<file path="src/rtl/eilp_pkg.sv">
package eilp_pkg;

    localparam logic [1:0] THR_CODE_LOW  = 2'd0;
    localparam logic [1:0] THR_CODE_MID  = 2'd1;
    localparam logic [1:0] THR_CODE_HIGH = 2'd2;

    typedef enum logic [1:0] {
        SEL_OPEN_A = 2'b00,
        SEL_OPEN_B = 2'b01,
        SEL_LOW    = 2'b10,
        SEL_HIGH   = 2'b11
    } thr_sel_e;

    function automatic logic [1:0] thr_encode(input logic [1:0] sel);
        logic [1:0] code;
        case (thr_sel_e'(sel))
            SEL_LOW:  code = THR_CODE_LOW;
            SEL_HIGH: code = THR_CODE_HIGH;
            default:  code = THR_CODE_MID;
        endcase
        return code;
    endfunction

endpackage

</file>
<file path="src/rtl/eilp_sync.sv">
module eilp_sync #(
    parameter int WIDTH  = 4,
    parameter int STAGES = 2
) (
    input  logic             clk,
    input  logic             rst_n,
    input  logic [WIDTH-1:0] din,
    output logic [WIDTH-1:0] dout
);
    logic [STAGES-1:0][WIDTH-1:0] stage_d, stage_q;

    always_comb begin
        stage_d[0] = din;
        for (int i = 1; i < STAGES; i++) begin
            stage_d[i] = stage_q[i-1];
        end
    end

    always_ff @(posedge clk or negedge rst_n) begin
        if (!rst_n) stage_q <= '0;
        else        stage_q <= stage_d;
    end

    assign dout = stage_q[STAGES-1];
endmodule

</file>
<file path="src/rtl/eilp_active_qual.sv">
module eilp_active_qual #(
    parameter int ACT_CYC = 25_000_000
) (
    input  logic clk,
    input  logic rst_n,
    input  logic active_i,
    output logic ok_o
);
    localparam int CW = $clog2(ACT_CYC + 1);

    typedef struct packed {
        logic [CW-1:0] cnt;
        logic          ok;
    } qual_t;

    qual_t st_d, st_q;

    always_comb begin
        st_d = st_q;
        if (!active_i) begin
            st_d.cnt = '0;
            st_d.ok  = 1'b0;
        end else if (!st_q.ok) begin
            if (st_q.cnt == CW'(ACT_CYC - 1)) st_d.ok = 1'b1;
            else                             st_d.cnt = st_q.cnt + 1'b1;
        end
    end

    always_ff @(posedge clk or negedge rst_n) begin
        if (!rst_n) st_q <= '0;
        else        st_q <= st_d;
    end

    assign ok_o = st_q.ok;


    qual_rise_chk: assert property (@(posedge clk) disable iff (!rst_n)
        $rose(st_q.ok) |-> $past(active_i));


    qual_drop_chk: assert property (@(posedge clk) disable iff (!rst_n)
        !active_i |=> !st_q.ok);
endmodule

</file>
<file path="src/rtl/eilp_chan.sv">
module eilp_chan #(
    parameter int IDLE_CYC = 2,
    parameter int LP_CYC   = 100
) (
    input  logic clk,
    input  logic rst_n,
    input  logic act_i,
    input  logic quiet_i,
    input  logic lp_allow_i,
    output logic idle_o,
    output logic lp_o
);
    localparam int IW = $clog2(IDLE_CYC + 1);
    localparam int LW = $clog2(LP_CYC + 1);

    typedef struct packed {
        logic [IW-1:0] idle_cnt;
        logic          idle;
        logic [LW-1:0] lp_cnt;
        logic          lp;
    } chan_t;

    chan_t st_d, st_q;

    always_comb begin
        st_d = st_q;
        if (!act_i || !quiet_i) begin
            st_d = '0;
        end else begin
            if (!st_q.idle) begin
                if (st_q.idle_cnt == IW'(IDLE_CYC - 1)) st_d.idle = 1'b1;
                else                                    st_d.idle_cnt = st_q.idle_cnt + 1'b1;
            end
            if (!lp_allow_i) begin
                st_d.lp_cnt = '0;
                st_d.lp     = 1'b0;
            end else if (!st_q.lp) begin
                if (st_q.lp_cnt == LW'(LP_CYC - 1)) st_d.lp = 1'b1;
                else                                st_d.lp_cnt = st_q.lp_cnt + 1'b1;
            end
        end
    end

    always_ff @(posedge clk or negedge rst_n) begin
        if (!rst_n) st_q <= '0;
        else        st_q <= st_d;
    end

    assign idle_o = st_q.idle;
    assign lp_o   = st_q.lp;


    exit_release_chk: assert property (@(posedge clk) disable iff (!rst_n)
        !quiet_i |=> (!idle_o && !lp_o));


    idle_rise_chk: assert property (@(posedge clk) disable iff (!rst_n)
        $rose(idle_o) |-> $past(quiet_i && act_i));


    lp_rise_chk: assert property (@(posedge clk) disable iff (!rst_n)
        $rose(lp_o) |-> $past(quiet_i && lp_allow_i));
endmodule

</file>
<file path="src/rtl/eilp_ctrl.sv">
module eilp_ctrl #(
    parameter int NCH         = 4,
    parameter int SYNC_STAGES = 2,
    parameter int IDLE_CYC    = 2,
    parameter int LP_CYC      = 100,
    parameter int ACT_CYC     = 25_000_000
) (
    input  logic           clk,
    input  logic           rst_n,
    input  logic [NCH-1:0] sq_raw_i,
    input  logic           dev_active_i,
    input  logic           alp_en_i,
    input  logic           mirror_i,
    input  logic [1:0]     thr_sel_i,
    output logic [NCH-1:0] tx_idle_o,
    output logic [NCH-1:0] lp_req_o,
    output logic [NCH-1:0] sq_det_en_o,
    output logic [1:0]     thr_code_o
);
    import eilp_pkg::*;

    logic [NCH-1:0] sq_sync;
    logic [NCH-1:0] quiet_eff;
    logic           act_ok;
    logic           lp_allow;

    eilp_sync #(.WIDTH(NCH), .STAGES(SYNC_STAGES)) i_sync (
        .clk  (clk),
        .rst_n(rst_n),
        .din  (sq_raw_i),
        .dout (sq_sync)
    );

    eilp_active_qual #(.ACT_CYC(ACT_CYC)) i_qual (
        .clk     (clk),
        .rst_n   (rst_n),
        .active_i(dev_active_i),
        .ok_o    (act_ok)
    );

    assign lp_allow = alp_en_i && act_ok;

    for (genvar k = 0; k < NCH; k++) begin : g_lane
        if (k == 0) begin : g_lead
            assign quiet_eff[k]   = sq_sync[0];
            assign sq_det_en_o[k] = 1'b1;
        end else begin : g_follow
            assign quiet_eff[k]   = mirror_i ? sq_sync[0] : sq_sync[k];
            assign sq_det_en_o[k] = !mirror_i;
        end

        eilp_chan #(.IDLE_CYC(IDLE_CYC), .LP_CYC(LP_CYC)) i_chan (
            .clk       (clk),
            .rst_n     (rst_n),
            .act_i     (dev_active_i),
            .quiet_i   (quiet_eff[k]),
            .lp_allow_i(lp_allow),
            .idle_o    (tx_idle_o[k]),
            .lp_o      (lp_req_o[k])
        );
    end

    assign thr_code_o = thr_encode(thr_sel_i);


    inactive_clear_chk: assert property (@(posedge clk) disable iff (!rst_n)
        !dev_active_i |=> (tx_idle_o == '0 && lp_req_o == '0));


    alp_off_chk: assert property (@(posedge clk) disable iff (!rst_n)
        !alp_en_i |=> (lp_req_o == '0));


    thr_range_chk: assert property (@(posedge clk) disable iff (!rst_n)
        thr_code_o != 2'd3);
endmodule

</file>
<file path="config.mk">
export PLATFORM = sky130hd
export DESIGN_NAME = eilp_ctrl
export DESIGN_NICKNAME = d
export VERILOG_FILES = /design/src/rtl/eilp_pkg.sv /design/src/rtl/eilp_sync.sv /design/src/rtl/eilp_active_qual.sv /design/src/rtl/eilp_chan.sv /design/src/rtl/eilp_ctrl.sv
export SDC_FILE = /design/constraint.sdc
export NUM_CORES = 1
export LEC_CHECK = 0
export ABC_AREA = 1
export BUFFER_PORTS_ARGS = -buffer_cell sky130_fd_sc_hd__buf_4
export CORE_ASPECT_RATIO = 1.2
export CORE_MARGIN = 2
export CORE_UTILIZATION = 50
export DETAILED_ROUTE_END_ITERATION = 6
export PLACE_DENSITY_LB_ADDON = 0.3
export SYNTH_ARGS = -nofsm -noshare
export SYNTH_HDL_FRONTEND = slang
export SYNTH_SLANG_ARGS = --single-unit
</file>
<file path="constraint.sdc">
create_clock -name clk -period 3.57 [get_ports clk]
set_clock_uncertainty 0.15 [all_clocks]
set_input_delay 0.357 -clock clk [delete_from_list [all_inputs] [get_ports clk]]
set_output_delay 0.357 -clock clk [all_outputs]
set_load 0.005 [all_outputs]
</file>
# After elaboration in Yosys (flattened, before gate mapping)

Cells that the tools add are included.

Add/sub/neg operators: 9
Equal/unequal tests: 29
Mux-type cells: 40
Reduce and logical (&&, ||, !) cells: 20

Operator list:

| operator                                                                | count |
|---|---|
| 8-bit two-way mux                                                       | 8 |
| 26-bit two-way mux                                                      | 2 |
| 11-bit two-way mux                                                      | 4 |
| 7-bit by 1-bit adder with 7-bit output, second input constant           | 4 |
| 7-bit equality test, second input constant                              | 4 |
| 7-bit two-way mux                                                       | 4 |
| 25-bit by 1-bit adder with 25-bit output, second input constant         | 1 |
| 25-bit equality test, second input constant                             | 1 |
| 25-bit two-way mux                                                      | 1 |
| 2-bit AND reduction                                                     | 9 |
| 3-bit inequality test, second input constant                            | 5 |
| 1-bit two-way mux                                                       | 12 |
| 3-bit two-way mux                                                       | 4 |
| 2-bit inequality test, second input constant                            | 6 |
| 3-bit by 2-bit inequality test with 1-bit output, second input constant | 3 |
| 2-bit by 1-bit adder with 2-bit output, second input constant           | 4 |
| 2-bit by 1-bit equality test with 1-bit output, second input constant   | 4 |
| 2-bit two-way mux                                                       | 4 |
| 2-bit by 1-bit inequality test with 1-bit output, second input constant | 4 |
| 1-bit logical NOT                                                       | 6 |
| 2-bit equality test, second input constant                              | 2 |
| 1-bit logical OR                                                        | 4 |
| 2-bit one-hot mux with 2 select lines                                   | 1 |
| 1-bit logical AND                                                       | 1 |

Flip-flop bits (word level): 78
Output and inout bits: 14
Word-level logic and storage cells: 118

# Longest topological paths before layout

Gate-level depths: netlist of the first run.

Word-level depth: 5
Gate-level depth with buffers: 11
Depth with buffers taken out: 11

# By module

From an unflattened synthesis of the first run, not the netlist that was laid out.

Cell total of the unflattened synthesis: 638
Area, all modules: 4689.5 um^2

Modules (own cells, without submodules):

| module           | instances | cells each | area an instance (um^2) | sequential area each (um^2) |
|---|---|---|---|---|
| eilp_chan        | 4         | 85         | 644.4                   | 275.3 |
| eilp_active_qual | 1         | 273        | 1836.8                  | 650.6 |
| eilp_sync        | 1         | 8          | 200.2                   | 200.2 |
| eilp_ctrl        | 1         | 17         | 75.1                    | 0.0 |

# Least setup slack after synthesis of the first run

No wires, ideal clock.

Path type: register to register
Start point: register i_qual.st_q[1] in the netlist's numbering
End point: register i_qual.st_q[12] in the netlist's numbering
Setup time: 0.117 ns
Arrival time: 1.420 ns
Slack: 1.883 ns
Cell stages (with the launch flop): 12
Path buffers: 1
Clock period less this slack: 1.687 ns
Path through: dfrtp_1 > ha_1 > nand3_2 > nor2_4 > inv_1 > nor2_1 > nand2_1 > nand2_1 > nand2_2 > buf_6 > nand3_2 > nand2_1

Longest elaborated chain between the ends: 4
Elaborated cells on any way between the ends: 7
Those cells by class: 1 x add/sub; 2 x eq/ne; 3 x mux; 1 x reduce/logical

RTL lines:

| item                                     | RTL line               | text |
|---|---|---|
| from (decl)                              | eilp_active_qual.sv:16 | `qual_t st_d, st_q;` |
| from (signal assigned)                   | eilp_active_qual.sv:31 | `else st_q <= st_d;` |
| 25-bit by 1-bit adder with 25-bit output | eilp_active_qual.sv:25 | `else st_d.cnt = st_q.cnt + 1'b1;` |
| 25-bit two-way mux                       | eilp_active_qual.sv:24 | `if (st_q.cnt == CW'(ACT_CYC - 1)) st_d.ok = 1'b1;` |
| 26-bit two-way mux                       | eilp_active_qual.sv:23 | `end else if (!st_q.ok) begin` |
| 26-bit two-way mux                       | eilp_active_qual.sv:20 | `if (!active_i) begin` |

Several ways; a longest one is shown, not always the timed one. The select of a mux whose other input is x is not followed.
A chain may end at the register's enable or synchronous reset.

# Worst setup path in the final report of the first run

Start point: register i_qual.st_q (netlist bit i_qual.ok_o)
End point: register g_lane[0].i_chan.st_q[5] in the netlist's numbering

Longest elaborated chain between the ends: 3
Elaborated cells on any way between the ends: 6
Those cells by class: 2 x eq/ne; 2 x mux; 2 x reduce/logical

RTL lines:

| item                                                                        | RTL line        | text |
|---|---|---|
| 1-bit logical AND *                                                         | eilp_ctrl.sv:41 | `assign lp_allow = alp_en_i && act_ok;` |
| 3-bit inequality test (no source line) or 8-bit two-way mux (tied branches) | --              |  |
| 2-bit AND reduction (no source line) or 11-bit two-way mux (tied branches)  | --              |  |
| to (signal assigned)                                                        | eilp_chan.sv:46 | `else st_q <= st_d;` |
| to (decl)                                                                   | eilp_chan.sv:23 | `chan_t st_d, st_q;` |

Mark *: on every way between the ends. The rest lies on a longest branch, timed or not.

==> qor.tcl, run 1 <==
set qor(drcViolationCount) 0
set qor(grt_pass1_wl_um) 16150
set qor(p_leak_nw) 2.248
set qor(synth_cell_types) 33
set qor(finalNetCount) 620
set qor(synth_top_cells_by_area) {sky130_fd_sc_hd__dfrtp_1 44%, sky130_fd_sc_hd__nand2_1 12%, sky130_fd_sc_hd__nor2_1 6.9%}
set qor(worstSetupEndpointType) {register}
set qor(post_route_cells_drive_above_1_share) 0.1174
set qor(reg2reg_depth) 7
set qor(worst-endpoint-arrival_ns) 2.20
set qor(internal-power_mw) 1.278
set qor(synth_sequential_area_ratio) 0.4404
set qor(synth.top_cell.area_share) 0.4404
set qor(holdWs_ns) -0.02501
set qor(clkLatencyLatePin_ns) 0.37
set qor(cts.sink_count) 78
set qor(fin_setup_tns_ns) 0
set qor(route.vias.total) 3742
set qor(ctsHoldBuffers) 4
set qor(synthesis.area_per_instance_um2) 7.615
set qor(rsz0062_at_grt) {false}
set qor(dp.final_hpwl_um) 6565
set qor(worstPathCellList) {nand2_2 > nor2_1 > nand2_1 > inv_1 > nor2_1 > nor2_1 > nor2_1}
set qor(post_synth_instance_area_um2) 4432
set qor(run_status) {complete, but fails checks}
set qor(core.rowCount) 37
set qor(via_count_of_the_first_global_routing_pass) 3746
set qor(die_w_um) 89.95
set qor(timing_worst_setup_path_type) {register to register}
set qor(proportion_of_power_drawn_by_flip_flops_and_latches) 0.536
set qor(max_cap_viol_count) 0
set qor(finalInstanceArea_um2) 4850
set qor(cts_buffers) 9
set qor(initial_utilization) 0.5147
set qor(io_buffer_count) 23
set qor(cts_max_path_buffers) 2
set qor(area_growth_syn_to_layout_pct) 9.430
set qor(cp-start-kind) {register}
set qor(final.min_clock_period_ns) 2.098
set qor(power_switching_share) 0.2461
set qor(fp.dieArea_um2) 9636
set qor(finalSetupViolations) 0
set qor(route.final.wire_length_um) 9233
set qor(maxSlewViolCount) 0
set qor(post_cts.repair.setup_buffers) 0
set qor(gp_routability_congestion) 0.9136
set qor(drt_pass_1_iters) 4
set qor(cts_resized) 0
set qor(utilization) 0.5632
set qor(power_frac_clock) 0.411
set qor(grt_util_all_layers) 0.2061
set qor(worst_ir_drop_vdd_uv) 186.3
set qor(worst-slew-pin-transition_ns) 0.9628
set qor(routedWlPerCell_um) 12.79
set qor(crit_buf_inv) 1
set qor(first_iter_violations) 203
set qor(ios) 25
set qor(synth_top_area_cell) {sky130_fd_sc_hd__dfrtp_1}
set qor(final_hold_viol_count) 19
set qor(synth-seq-cells) 78
set qor(power_density_nw_per_um2) 349.5
set qor(worst_path_dominant_cell_family) {simple AND/OR/NAND/NOR gates}
set qor(gr-total-overflow) 0
set qor(period_share) 0.5877
set qor(violations) {hold timing}
set qor(synth_nets) 602
set qor(antenna_cells_inserted) 0
set qor(fmax_mhz) 476.6
set qor(cts-htree-levels) 3
set qor(place_area_um2) 4604
set qor(timing.critical_path.slowest_cell_delay_ns) 0.64
set qor(vias_per_std_cell) 5.183
set qor(syn-instance-count) 582
set qor(worstPathRequired_ns) 3.68
set qor(switchingPower_mw) 0.4171
set qor(worst_path_max_delay_cell) {sky130_fd_sc_hd__dfrtp_1}
set qor(cts-root-buf) {sky130_fd_sc_hd__clkbuf_8}
set qor(drt.antenna.violating_nets) 0
set qor(hold_path_class) {input port to async pin}
set qor(grt_max_degree) 79
set qor(tritoncts) {built}
set qor(antenna_found_initial) 0
set qor(floorplan.core_area_um2) 8611
set qor(number_of_warnings_printed_during_yosys_synthesis) 0
set qor(path_depth) 7
set qor(critical_path.most_common_cell) {sky130_fd_sc_hd__nor2_1}
set qor(cp_max_fo) 13
set qor(relSlewSlack) 0.3581
set qor(die_height_um) 107.1
set qor(power.combinational.fraction) 0.053
set qor(clock_pin_slew_of_the_registers_on_the_worst_case_setup_and_hold_paths_ns) 0.08
set qor(reg2reg_slack_ns) 1.47
[kinds of logic (layout without fill, tap and decap cells)]
kind of cell / after synthesis / after routing / share of synthesized area
adder cells (fa/ha/maj): 9 / 9 / 0.02541
flip-flops: 78 / 78 / 0.4404
AO/OA/AOI/OAI: 55 / 55 / 0.07708
buffers and inverters: 95 / 118 / 0.09655
other: 1 / 1 / 0.0008462
XOR/XNOR: 16 / 16 / 0.03162
AND/OR/NAND/NOR: 328 / 328 / 0.3281
[per-stage QoR]
| step | worst slack, ns | instances | hold WS [ns] | power [mW] |
|---|---|---|---|---|
| after floorplan | 1.883 | 582 | -0.08859 | 0.9734 |
| after global placement | 1.537 | 702 | 0.1838 | 1.010 |
| after detailed placement | 1.518 | 702 | 0.2057 | 1.015 |
| after CTS | 1.508 | 722 | 0.03747 | 1.718 |
| after global routing | 1.326 | 722 | 0.1077 | 1.771 |
| final | 1.472 | 722 | -0.02501 | 1.695 |
[power by group through the flow]
stage / combinational (mW) / clock (mW) / sequential, mW
2_1_floorplan: 0.0502 / 0 / 0.923
3_3_place_gp: 0.0848 / 0 / 0.925
3_5_place_dp: 0.0889 / 0 / 0.926
4_1_cts: 0.0929 / 0.717 / 0.908
5_1_grt: 0.105 / 0.756 / 0.910
6_report: 0.0901 / 0.696 / 0.909
[area by class of cell]
type | count | area (um^2)
clock inverter | 6 | 67.56
timing repair buffer | 27 | 212.7
clock buffer | 10 | 137.6
inverter | 75 | 281.5
tap | 117 | 146.4
fill | 824 | 3761
multi-input combinational | 409 | 2052
sequential | 78 | 1952
[final timing paths]
| path | startpoint | to |
|---|---|---|
| max | i_qual.ok_o | g_lane[0].i_chan.st_q[5] |
| min | rst_n | g_lane[3].i_chan.idle_o |
| max reg2reg | i_qual.ok_o | g_lane[0].i_chan.st_q[5] |
| min reg2reg | i_sync.stage_d[5] | i_sync.dout[1] |
| max in group asynchronous | rst_n | i_sync.stage_d[7] |
| min in group clk | i_sync.stage_d[5] | i_sync.dout[1] |
[registers in the layout (all words and copies together) (netlist names)]
name	flops
i_sync.stage_d	4
g_lane.i_chan.lp_o	4
g_lane.i_chan.idle_o	4
g_lane.i_chan.st_q	36
i_sync.dout	4
i_qual.ok_o	1
i_qual.st_q	25
[cell usage in the layout, fill, tap and decap left out, types with 6 or more instances in the layout]
master | synthesis | routed
sky130_fd_sc_hd__a21oi_1 | 14 | 14
sky130_fd_sc_hd__buf_4 | 12 | 23
sky130_fd_sc_hd__clkbuf_8 | 0 | 10
sky130_fd_sc_hd__dfrtp_1 | 78 | 78
sky130_fd_sc_hd__ha_1 | 9 | 9
sky130_fd_sc_hd__inv_1 | 72 | 72
sky130_fd_sc_hd__nand2_1 | 142 | 142
sky130_fd_sc_hd__nand2_2 | 6 | 6
sky130_fd_sc_hd__nand3_1 | 51 | 51
sky130_fd_sc_hd__nand4_1 | 17 | 17
sky130_fd_sc_hd__nor2_1 | 82 | 82
sky130_fd_sc_hd__nor3_1 | 14 | 14
sky130_fd_sc_hd__o21ai_0 | 20 | 20
sky130_fd_sc_hd__o21ai_2 | 8 | 8
sky130_fd_sc_hd__xor2_1 | 12 | 12
[routing by layer]
| metal | global-route usage | wire (um) |
|---|---|---|
| met5 | 0 | 0 |
| met1 | 0.2487 | 4150 |
| met4 | 0.1033 | 271 |
| met2 | 0.3588 | 4475 |
| met3 | 0.03443 | 336 |
[synth_stat cells]
cell type	instances
sky130_fd_sc_hd__or2_2	1
sky130_fd_sc_hd__o21ai_0	20
sky130_fd_sc_hd__nor3_1	14
sky130_fd_sc_hd__inv_1	72
sky130_fd_sc_hd__buf_6	3
sky130_fd_sc_hd__a21boi_0	1
sky130_fd_sc_hd__a21boi_1	2
sky130_fd_sc_hd__dfrtp_1	78
sky130_fd_sc_hd__conb_1	1
sky130_fd_sc_hd__xnor2_1	4
sky130_fd_sc_hd__nand2_2	6
sky130_fd_sc_hd__o21ai_2	8
sky130_fd_sc_hd__and3_1	1
sky130_fd_sc_hd__clkbuf_1	1
sky130_fd_sc_hd__o21bai_1	2
sky130_fd_sc_hd__o22ai_1	2
sky130_fd_sc_hd__o31ai_1	1
sky130_fd_sc_hd__buf_4	12
sky130_fd_sc_hd__nand2_1	142
sky130_fd_sc_hd__xor2_1	12
sky130_fd_sc_hd__buf_2	3
sky130_fd_sc_hd__ha_1	9
sky130_fd_sc_hd__a22o_1	1
sky130_fd_sc_hd__nand3_1	51
sky130_fd_sc_hd__nand4_1	17
sky130_fd_sc_hd__inv_2	3
sky130_fd_sc_hd__nor2_4	5
sky130_fd_sc_hd__o41ai_1	4
sky130_fd_sc_hd__nand3_2	5
sky130_fd_sc_hd__nor2_2	4
sky130_fd_sc_hd__nor2_1	82
sky130_fd_sc_hd__a21oi_1	14
sky130_fd_sc_hd__buf_1	1
No activity file was read; power rests on OpenSTA's default activity.
==> run 2: changes to the inputs <==
--- a/config.mk
+++ b/config.mk
@@ -5,7 +5,7 @@
 export SDC_FILE = /design/constraint.sdc
 export NUM_CORES = 1
 export LEC_CHECK = 0
-export ABC_AREA = 1
+export ABC_AREA = 0
 export BUFFER_PORTS_ARGS = -buffer_cell sky130_fd_sc_hd__buf_4
 export CORE_ASPECT_RATIO = 1.2
 export CORE_MARGIN = 2
==> constraint.sdc (replaced) <==
create_clock -name clk -period 2.05 [get_ports clk]
set_clock_uncertainty 0.15 [all_clocks]
set_input_delay 0.205 -clock clk [delete_from_list [all_inputs] [get_ports clk]]
set_output_delay 0.205 -clock clk [all_outputs]
set_load 0.005 [all_outputs]
==> run 2 against run 1 <==
  * The flow now finishes without violations
  * Fmax grew 9.2%
  * Clock-buffer cell count up 2
  * Design area is 11% lower
  * Sequential share of layout area rose by 5.0 points
  * Clock power increased by 62%
  * Register-to-register slack lost 1.3 ns
  * Core utilization increased by 2.6 points
  * Sequential power rose by 74%
  * First-iteration DRC count decreased by 62%
  * Highest routed layer unchanged
  * Area after synthesis down 14%
  * Via count fell by 30%
==> qor.tcl, run 2 <==
set qor(endpoint_with_the_worst_hold_slack) {i_qual.st_q[4]}
set qor(synth_top_cells_by_area) {sky130_fd_sc_hd__dfrtp_1 51%, sky130_fd_sc_hd__nor2_1 5.5%, sky130_fd_sc_hd__xnor2_1 4.6%}
set qor(worst_ir_drop_vdd_uv) 412.9
set qor(post_cts.repair.setup_buffers) 0
set qor(synth_sequential_area_ratio) 0.5133
set qor(area_growth_syn_to_layout_pct) 13.43
set qor(power_density_nw_per_um2) 668.3
set qor(post_synth_instance_area_um2) 3802
set qor(vias_per_std_cell) 5.291
set qor(worstPathCellList) {ha_2 > nand2_1 > nor4b_1 > and4_4 > or4b_2 > o21ai_1}
set qor(clkLatencyLatePin_ns) 0.35
set qor(cp_max_fo) 14
set qor(core.rowCount) 34
set qor(synthesis.area_per_instance_um2) 10.30
set qor(holdPathStages) 3
set qor(routedWlPerCell_um) 13.12
set qor(synth_nets) 389
set qor(largest_register_ffs) 36
set qor(path_depth) 6
set qor(grt_pass1_wl_um) 11680
set qor(hold_path_class) {input port to register}
set qor(layout_commonest_cell) {sky130_fd_sc_hd__dfrtp_1}
set qor(clock_pin_slew_of_the_registers_on_the_worst_case_setup_and_hold_paths_ns) 0.08
set qor(relSlewSlack) 0.5995
set qor(dp.final_hpwl_um) 4659
set qor(cts_buffers) 9
set qor(synth_enable_flop_cells) 0
set qor(final.min_clock_period_ns) 1.922
set qor(async_reset_ff_frac) 1.000
set qor(syn-instance-count) 369
set qor(synth_flop_cell) {sky130_fd_sc_hd__dfrtp_1}
set qor(floorplan.core_area_um2) 7317
set qor(proportion_of_power_drawn_by_flip_flops_and_latches) 0.549
set qor(worstPathRequired_ns) 2.17
set qor(io_buffer_count) 23
set qor(worstSetupEndpointType) {register}
set qor(drt.antenna.violating_nets) 0
set qor(post_route_cells_drive_above_1_share) 0.1446
set qor(finalNetCount) 424
set qor(layout_common_cells) {78 x sky130_fd_sc_hd__dfrtp_1, 55 x sky130_fd_sc_hd__nor2_1, 35 x sky130_fd_sc_hd__buf_4, 24 x sky130_fd_sc_hd__nand2_1}
set qor(via_count_of_the_first_global_routing_pass) 2576
set qor(maxSlewViolCount) 0
set qor(cts.sink_count) 78
set qor(tritoncts) {built}
set qor(worst-slew-pin-transition_ns) 0.5980
set qor(first_iter_violations) 78
set qor(r2r_start) {i_qual.st_q[1]}
set qor(library_cell_with_the_highest_instance_count_after_synthesis) {sky130_fd_sc_hd__dfrtp_1}
set qor(switchingPower_mw) 0.6518
set qor(die_w_um) 83.61
set qor(synth_cell_types) 47
set qor(drt_pass_1_iters) 4
set qor(crit_buf_inv) 0
set qor(finalSetupViolations) 0
set qor(worst-endpoint-arrival_ns) 2.05
set qor(timing.critical_path.slowest_cell_delay_ns) 0.60
set qor(route.final.wire_length_um) 6536
set qor(cts_max_path_buffers) 2
set qor(number_of_warnings_printed_during_yosys_synthesis) 0
set qor(run_status) {finished clean}
set qor(worst_path_dominant_cell_family) {simple AND/OR/NAND/NOR gates}
set qor(period_share) 0.9373
set qor(power_switching_share) 0.2261
set qor(reg2reg_to) {i_qual.st_q[1]}
set qor(cp-start-kind) {register}
set qor(registers.top_by_ff_count) {g_lane.i_chan.st_q}
set qor(final_hold_viol_count) 0
set qor(p_leak_nw) 1.944
set qor(grt_util_all_layers) 0.1728
set qor(fin_setup_tns_ns) 0
set qor(initial_utilization) 0.5197
set qor(cts-htree-levels) 3
set qor(internal-power_mw) 2.230
set qor(synth_top_area_cell) {sky130_fd_sc_hd__dfrtp_1}
set qor(timing_worst_setup_path_type) {register to register}
set qor(reg2reg_slack_ns) 0.13
set qor(rsz0062_at_grt) {false}
set qor(fin_total_pwr_mw) 2.882
set qor(commonest_cells_post_synth) {78 x sky130_fd_sc_hd__dfrtp_1, 56 x sky130_fd_sc_hd__nor2_1, 24 x sky130_fd_sc_hd__nand2_1}
set qor(power_frac_clock) 0.393
set qor(worst_path_max_delay_cell) {sky130_fd_sc_hd__or4b_2}
set qor(cts-root-buf) {sky130_fd_sc_hd__clkbuf_8}
set qor(max_cap_viol_count) 0
set qor(fp.dieArea_um2) 8321
set qor(fmax_mhz) 520.4
set qor(power.combinational.fraction) 0.057
set qor(gr-total-overflow) 0
set qor(holdCritStartpoint) {dev_active_i}
set qor(drcViolationCount) 0
set qor(synth-seq-cells) 78
set qor(antenna_cells_inserted) 0
set qor(synth.top_cell.area_share) 0.5133
set qor(gp_routability_congestion) 0.8036
set qor(reg2reg_depth) 6
set qor(grt_max_degree) 41
set qor(antenna_found_initial) 0
set qor(die_height_um) 99.53
set qor(route.vias.total) 2635
set qor(ios) 25
set qor(top_regs) {g_lane.i_chan.st_q x36, i_qual.st_q x25}
==> run 2: cell count changes in the layout (fill, tap and decap cells not counted), moves of 12 or more <==
| cell | previous run | this run |
|---|---|---|
| sky130_fd_sc_hd__a21oi_1 | 14 | 2 |
| sky130_fd_sc_hd__and2_1 | 0 | 14 |
| sky130_fd_sc_hd__buf_4 | 23 | 35 |
| sky130_fd_sc_hd__inv_1 | 72 | 15 |
| sky130_fd_sc_hd__nand2_1 | 142 | 24 |
| sky130_fd_sc_hd__nand3_1 | 51 | 14 |
| sky130_fd_sc_hd__nor2_1 | 82 | 55 |
| sky130_fd_sc_hd__o21ai_0 | 20 | 6 |
| sky130_fd_sc_hd__xnor2_1 | 4 | 20 |
==> run 2: kinds of logic after synthesis <==
group                    Yosys count  synth area share
AND/OR/NAND/NOR                  176            0.2554
flip-flops                        78            0.5133
XOR/XNOR                          40           0.09214
buffers and inverters             31           0.04376
AO/OA/AOI/OAI                     26           0.04376
adder cells (fa/ha/maj)            9           0.02962
multiplexers                       8           0.02106
other                              1         0.0009862
==> run 2: area by class of cell <==
| cell class | instances | area, um^2 |
|---|---|---|
| fillers | 632 | 3004 |
| flip-flops and latches | 78 | 1952 |
| well taps | 90 | 112.6 |
| multi-input cells | 260 | 1689 |
| repair buffers | 40 | 312.8 |
| clock buffers | 12 | 145.1 |
| clock inverters | 3 | 45.04 |
| inverters | 15 | 56.30 |
==> run 2: through the flow <==
step | util | area (um^2) | instances | hold WS, ns | setup slack [ns]
2_1_floorplan | - | 3802 | 369 | -0.2406 | 0.1991
3_3_place_gp | 0.5559 | 4068 | 478 | 0.05413 | 0.1295
3_5_place_dp | 0.5559 | 4068 | 478 | 0.05348 | 0.1078
4_1_cts | 0.5887 | 4308 | 498 | 0.01216 | 0.08493
5_1_grt | 0.5894 | 4313 | 498 | 0.02079 | 0.01135
6_report | 0.5894 | 4313 | 498 | 0.02674 | 0.1285
==> run 2: worst register-to-register path, delay by kind of cell (launching register included) <==
family / cells / cell delay [ns]
and+or+nand+nor: 4 / 0.96
AOI/OAI and AO/OA: 1 / 0.10
DFF: 1 / 0.41
adders and majority gates: 1 / 0.22
==> run 2: power groups by stage <==
stage / registers (mW) / logic, mW / clock network, mW
final: 1.58 / 0.165 / 1.13
after global routing: 1.59 / 0.190 / 1.24
after CTS: 1.58 / 0.169 / 1.18
after detailed placement: 1.61 / 0.161 / 0
after global placement: 1.61 / 0.155 / 0
after floorplan: 1.61 / 0.0853 / 0
==> run 2: timing repair <==
item | in CTS | in global routing
hold buffers | 5 | 0
resized for setup | 0 | 2
setup endpoints to repair | 0 | 3
endpoints found under the hold margin | 41 | 0
==> run 2: worst max-delay path by stage <==
stage                   startpoint              to
floorplan           i_qual.st_q[1]  i_qual.st_q[1]
global placement    i_qual.st_q[1]  i_qual.st_q[1]
detailed placement  i_qual.st_q[1]  i_qual.st_q[1]
CTS                 i_qual.st_q[1]  i_qual.st_q[1]
global route        i_qual.st_q[1]  i_qual.st_q[7]
finish              i_qual.st_q[1]  i_qual.st_q[1]
==> run 2: layer usage <==
| layer | routed length, um | share of wire | up-vias | track usage |
|---|---|---|---|---|
| met3 | 147 | 0.022 | 10 | 0.03237 |
| li1 | - | - | 1322 | - |
| met5 | 0 | 0 | - | 0 |
| met2 | 3098 | 0.47 | 30 | 0.2868 |
| met4 | 127 | 0.019 | 0 | 0.07072 |
| met1 | 3162 | 0.48 | 1273 | 0.2244 |
